### src/rtl/cs_pkg.sv
package cs_pkg;
    typedef struct packed {
        logic done;
        logic free;
    } tx_state_t;

    typedef struct packed {
        logic rx;
        logic tx;
        logic idle;
    } bus_state_t;
endpackage

### src/rtl/cs_tx_track.sv
module cs_tx_track
    import cs_pkg::*;
(
    input  logic clk,
    input  logic rst_n,
    input  logic tx_req,
    input  logic self_req,
    input  logic eng_ok,
    input  logic eng_abort,
    input  logic wr_en,
    output logic done,
    output logic free,
    output logic wr_accept
);
    tx_state_t st_d, st_q;
    logic      req;

    assign req = tx_req | self_req;

    always_comb begin
        st_d = st_q;
        if (req) begin
            st_d.done = 1'b0;
            st_d.free = 1'b0;
        end else if (!st_q.free) begin
            if (eng_ok) begin
                st_d.done = 1'b1;
            end
            if (eng_ok || eng_abort) begin
                st_d.free = 1'b1;
            end
        end
    end

    always_ff @(posedge clk or negedge rst_n) begin
        if (!rst_n) begin
            st_q <= '{done: 1'b1, free: 1'b1};
        end else begin
            st_q <= st_d;
        end
    end

    assign done      = st_q.done;
    assign free      = st_q.free;
    assign wr_accept = wr_en & st_q.free;

    AST_REQ_CLEARS_DONE: assert property (@(posedge clk) disable iff (!rst_n)
        (tx_req || self_req) |=> !done);
    AST_DONE_NEEDS_OK: assert property (@(posedge clk) disable iff (!rst_n)
        $rose(done) |-> ($past(eng_ok) && !$past(free)));
    AST_REQ_LOCKS: assert property (@(posedge clk) disable iff (!rst_n)
        (tx_req || self_req) |=> !free);
    AST_REQ_BEATS_OK: assert property (@(posedge clk) disable iff (!rst_n)
        ((tx_req || self_req) && eng_ok) |=> (!done && !free));
endmodule

### src/rtl/cs_rx_track.sv
module cs_rx_track #(
    parameter int CNT_W = 7
) (
    input  logic             clk,
    input  logic             rst_n,
    input  logic [CNT_W-1:0] msg_cnt,
    input  logic             rel_cmd,
    output logic             rbuf_full,
    output logic             pop
);
    logic full_d, full_q;
    logic nonempty;

    assign nonempty = (msg_cnt != '0);

    always_comb begin
        full_d = nonempty;
    end

    always_ff @(posedge clk or negedge rst_n) begin
        if (!rst_n) begin
            full_q <= 1'b0;
        end else begin
            full_q <= full_d;
        end
    end

    assign rbuf_full = full_q;
    assign pop       = rel_cmd & nonempty;

    AST_RBUF_FOLLOWS: assert property (@(posedge clk) disable iff (!rst_n)
        (msg_cnt != '0) |=> rbuf_full);
    AST_RBUF_CLEARS_EMPTY: assert property (@(posedge clk) disable iff (!rst_n)
        $fell(rbuf_full) |-> ($past(msg_cnt) == '0));
    AST_NO_POP_EMPTY: assert property (@(posedge clk) disable iff (!rst_n)
        (msg_cnt == '0) |-> !pop);
endmodule

### src/rtl/cs_bus_track.sv
module cs_bus_track
    import cs_pkg::*;
(
    input  logic clk,
    input  logic rst_n,
    input  logic rx_active,
    input  logic tx_active,
    output logic rx_busy,
    output logic tx_busy,
    output logic bus_idle
);
    bus_state_t st_d, st_q;

    always_comb begin
        st_d.rx   = rx_active;
        st_d.tx   = tx_active;
        st_d.idle = ~(rx_active | tx_active);
    end

    always_ff @(posedge clk or negedge rst_n) begin
        if (!rst_n) begin
            st_q <= '{rx: 1'b0, tx: 1'b0, idle: 1'b1};
        end else begin
            st_q <= st_d;
        end
    end

    assign rx_busy  = st_q.rx;
    assign tx_busy  = st_q.tx;
    assign bus_idle = st_q.idle;

    AST_IDLE_EXCLUSIVE: assert property (@(posedge clk) disable iff (!rst_n)
        bus_idle |-> (!rx_busy && !tx_busy));
    AST_BUSY_TRACKS: assert property (@(posedge clk) disable iff (!rst_n)
        (rx_active || tx_active) |=> !bus_idle);
endmodule

### src/rtl/can_stat_lock.sv
module can_stat_lock #(
    parameter int CNT_W = 7
) (
    input  logic             clk,
    input  logic             rst_n,
    input  logic             cmd_tx_req,
    input  logic             cmd_self_req,
    input  logic             cmd_rel_rx,
    input  logic             eng_tx_ok,
    input  logic             eng_tx_abort,
    input  logic             eng_rx_active,
    input  logic             eng_tx_active,
    input  logic [CNT_W-1:0] fifo_msg_cnt,
    input  logic             host_tbuf_wr,
    output logic             tbuf_wr_accept,
    output logic             fifo_release,
    output logic             stat_tx_done,
    output logic             stat_tbuf_free,
    output logic             stat_rbuf_full,
    output logic             stat_rx_busy,
    output logic             stat_tx_busy,
    output logic             stat_bus_idle
);
    cs_tx_track u_tx (
        .clk       (clk),
        .rst_n     (rst_n),
        .tx_req    (cmd_tx_req),
        .self_req  (cmd_self_req),
        .eng_ok    (eng_tx_ok),
        .eng_abort (eng_tx_abort),
        .wr_en     (host_tbuf_wr),
        .done      (stat_tx_done),
        .free      (stat_tbuf_free),
        .wr_accept (tbuf_wr_accept)
    );

    cs_rx_track #(.CNT_W(CNT_W)) u_rx (
        .clk       (clk),
        .rst_n     (rst_n),
        .msg_cnt   (fifo_msg_cnt),
        .rel_cmd   (cmd_rel_rx),
        .rbuf_full (stat_rbuf_full),
        .pop       (fifo_release)
    );

    cs_bus_track u_bus (
        .clk       (clk),
        .rst_n     (rst_n),
        .rx_active (eng_rx_active),
        .tx_active (eng_tx_active),
        .rx_busy   (stat_rx_busy),
        .tx_busy   (stat_tx_busy),
        .bus_idle  (stat_bus_idle)
    );

    AST_LOCKED_DROPS: assert property (@(posedge clk) disable iff (!rst_n)
        (cmd_tx_req || cmd_self_req) |=> !tbuf_wr_accept);
endmodule

### config.mk
export PLATFORM = sky130hd
export DESIGN_NAME = can_stat_lock
export DESIGN_NICKNAME = d
export VERILOG_FILES = /design/src/rtl/cs_pkg.sv /design/src/rtl/cs_tx_track.sv /design/src/rtl/cs_rx_track.sv /design/src/rtl/cs_bus_track.sv /design/src/rtl/can_stat_lock.sv
export SDC_FILE = /design/constraint.sdc
export NUM_CORES = 1
export LEC_CHECK = 0
export BUFFER_PORTS_ARGS = -buffer_cell sky130_fd_sc_hd__buf_2
export CORE_AREA = 2 2 39 41
export CTS_BUF_LIST = sky130_fd_sc_hd__clkbuf_8
export DETAILED_ROUTE_END_ITERATION = 12
export DIE_AREA = 0 0 41 43
export SYNTH_ARGS = -nofsm -noshare
export SYNTH_HDL_FRONTEND = slang
export SYNTH_SLANG_ARGS = --single-unit
### constraint.sdc
create_clock -name clk -period 2.4 [get_ports clk]
set_clock_uncertainty 0.1 [all_clocks]
set_input_delay 0.48 -clock clk [delete_from_list [all_inputs] [get_ports clk]]
set_output_delay 0.48 -clock clk [all_outputs]
set_load 0.05 [all_outputs]
==> results.yml <==
clocking:
  cts_htree_levels: 1
  cts.repair_timing.setup_buffer_count: 0
  clkTransAtPathRegs_ns: 0.04
  clock-root-buffer: "clkbuf_8"
  cts.hold.buffers_added: 1
  clkSinkCount: 6
  later_pin_clock_latency_in_the_skew_report_ns: 0.22
  cts-root-to-sink-buffers: 2
  cts_buffers: 3
  cts_tree: "done"
  resized_gates_after_cts: 0
placed_design:
  port_buffers: 24
  place.detailed.instances: 56
  place_area_um2: 359
  dp_hpwl_um: 475
  final_weighted_congestion_in_routability_driven_placement: 0.622
yosys:
  synth_area_leaders: "dfstp_2, dfrtp_1, nor4_2"
  area_share_of_the_largest_cell_type_after_synthesis_pct: 36.0
  synth_ff_type: "dfstp_2"
  synth_edf_count: 0
  async_reset_ff_share_pct: 100
  syn_area_per_cell_um2: 13.7
  post_synth_num_cell_types: 11
  post_synth_instance_area_um2: 219
  synth_nets: 33
  synthesized_instance_count: 16
  yosysWarningCount: 0
  ys_seq_area_share_pct: 70.3
  postSynthRegisterBits: 6
  synth_top_cells_by_count: "dfrtp_1, dfstp_2, nor2_1"
  synth_top_area_cell: "dfstp_2"
finish:
  fin_area_um2: 414
  multi_input_comb_area_um2: 65.1
  area_growth_pct: 89.1
  sequential_cell_area_um2: 154
  layout.filler_cells: 151
  drive_above_1_share_pct: 68.9
  num_antenna_cells: 0
  final_nets: 63
  final_cell_count_no_fill: 61
grt:
  number_of_global_route_vias_before_repair: 255
  grt-ovfl-total: 0
  grt_start_max_net_pins: 7
  grt_antenna_before_repair: 0
  grt_pass1_wl_um: 834
  grt_use_total_pct: 8.01
setup_path:
  timing.setup.critical_path_class: "input port to output port"
  timing.critical_path.fanout_max: 2
  rr_worst_depth: 2
  crit_path_start_kind: "input port"
  startpoint_of_the_most_critical_register_to_register_path: "u_tx.free"
  rr_endpoint: "u_tx.done"
  endpoint_kind: "output port"
  timing.critical_path.from: "fifo_msg_cnt[2]"
  worst_ep_required_time_ns: 1.82
  worst_ep_arrival_time_ns: 1.18
  setup.reg_to_reg.worst_slack_ns: 1.50
die:
  core_area_um2: 1380
  die-height_um: 43
  std_cell_rows: 14
  floorplan.io_pins: 25
  floorplan.initialDensity_pct: 15.8
  floorplan.die.width_um: 41
  die_area_um2: 1760
run_status:
  run_status: "completed"
timing:
  max-slew-margin-rel_pct: 83.3
  final.period_utilization_pct: 73.3
  timing_max_transition_violations_final: 0
  fmaxAchievable_mhz: 569
  unrepaired_setup_endpoints_after_global_routing: "false"
  worst-slew-pin-transition_ns: 0.249
  final.min_clock_period_ns: 1.76
  finalSetupViolCount: 0
  timing.setup.tns_ns: 0
  count_of_final_hold_check_violations: 0
route:
  drc_errors: 0
  routed_wire_length_per_instance_um: 9.20
  viasPerCell: 3.84
  initial_detailed_routing_violation_count: 0
  vias: 234
  finalWirelength_um: 561
  drt_first_pass_iters: 1
  antenna_violating_nets_post_route: 0
power:
  power_per_cell_area_nw_per_um2: 751
  p_leak_uw: 0.000210
  ir_drop_uv: 160
min_path:
  hold_path_startpoint: "eng_rx_active"
  holdPathStages: 1
  min_delay_worst_endpoint: "u_bus.rx_busy"
  holdCritPathClass: "input port to flip-flop"
flow_run:
  max_cap_violations: 0
[per-layer routing]
metal	share of wire [%]	global-route usage, %	wire [µm]	vias up
li1	-	-	-	112
met1	37	6.64	206	97
met2	42	10.6	234	25
met3	21	5.24	119	0
met4	0	10.0	0	0
met5	0	0	0	-
[power breakdown]
part	switching (µW)	internal, µW
combinational	32.3	17.6
clock	41.8	110
sequential	1.51	108
[through the flow]
step / hold WS, ns / utilization (%) / power, µW / setup slack (ns)
CTS: 0.276 / 29.9 / 319 / 0.629
finish: 0.283 / 29.9 / 311 / 0.641
global route: 0.277 / 29.9 / 328 / 0.537
floorplan: 0.0844 / - / 138 / 0.527
global placement: 0.206 / 25.9 / 159 / 0.641
detailed placement: 0.207 / 25.9 / 160 / 0.632
[worst max-delay path, cell delays in order]
cell and delay [ns]:
buf_2 0.10, nor4_2 0.29, a21boi_1 0.09, buf_2 0.22
[logic make-up (layout without fill, tap and decap cells)]
| logic type | count (synthesis) | after routing | share of synthesized area [%] |
|---|---|---|---|
| AOI/OAI and AO/OA | 3 | 3 | 10.9 |
| buffers and inverters | 0 | 29 | 0 |
| DFF | 6 | 6 | 70.3 |
| and+or+nand+nor | 7 | 7 | 18.9 |
[placed cells by master, fill, tap and decap left out, drive strengths merged]
cell          n
o31a          1
and2          1
nor4          1
inv           1
dfstp         3
nor2b         1
o21a          1
a21boi        1
nor3          1
buf          24
clkbuf        3
nor2          2
nand2         1
dfrtp         3
dlygate4sd3   1
[how the worst max path moves through the flow]
stage                     cells after the start            to
final                                         4  fifo_release
after global routing                          4  fifo_release
after CTS                                     4  fifo_release
after detailed placement                      4  fifo_release
after global placement                        4  fifo_release
after floorplan                               2  fifo_release
[sequential cells by signal (all words and copies together) (netlist names)]
name and count:
u_bus.tx_busy 1, u_bus.bus_idle 1, u_tx.free 1, u_tx.done 1
u_bus.rx_busy 1, u_rx.rbuf_full 1
[final cells by class]
class	count	area share [%]
Clock buffer	3	9.97
Tap cell	16	4.83
Multi-Input combinational cell	10	15.7
Clock inverter	1	0.906
Sequential cell	6	37.2
Timing Repair Buffer	25	31.4
(Power assumes the default switching activity.)
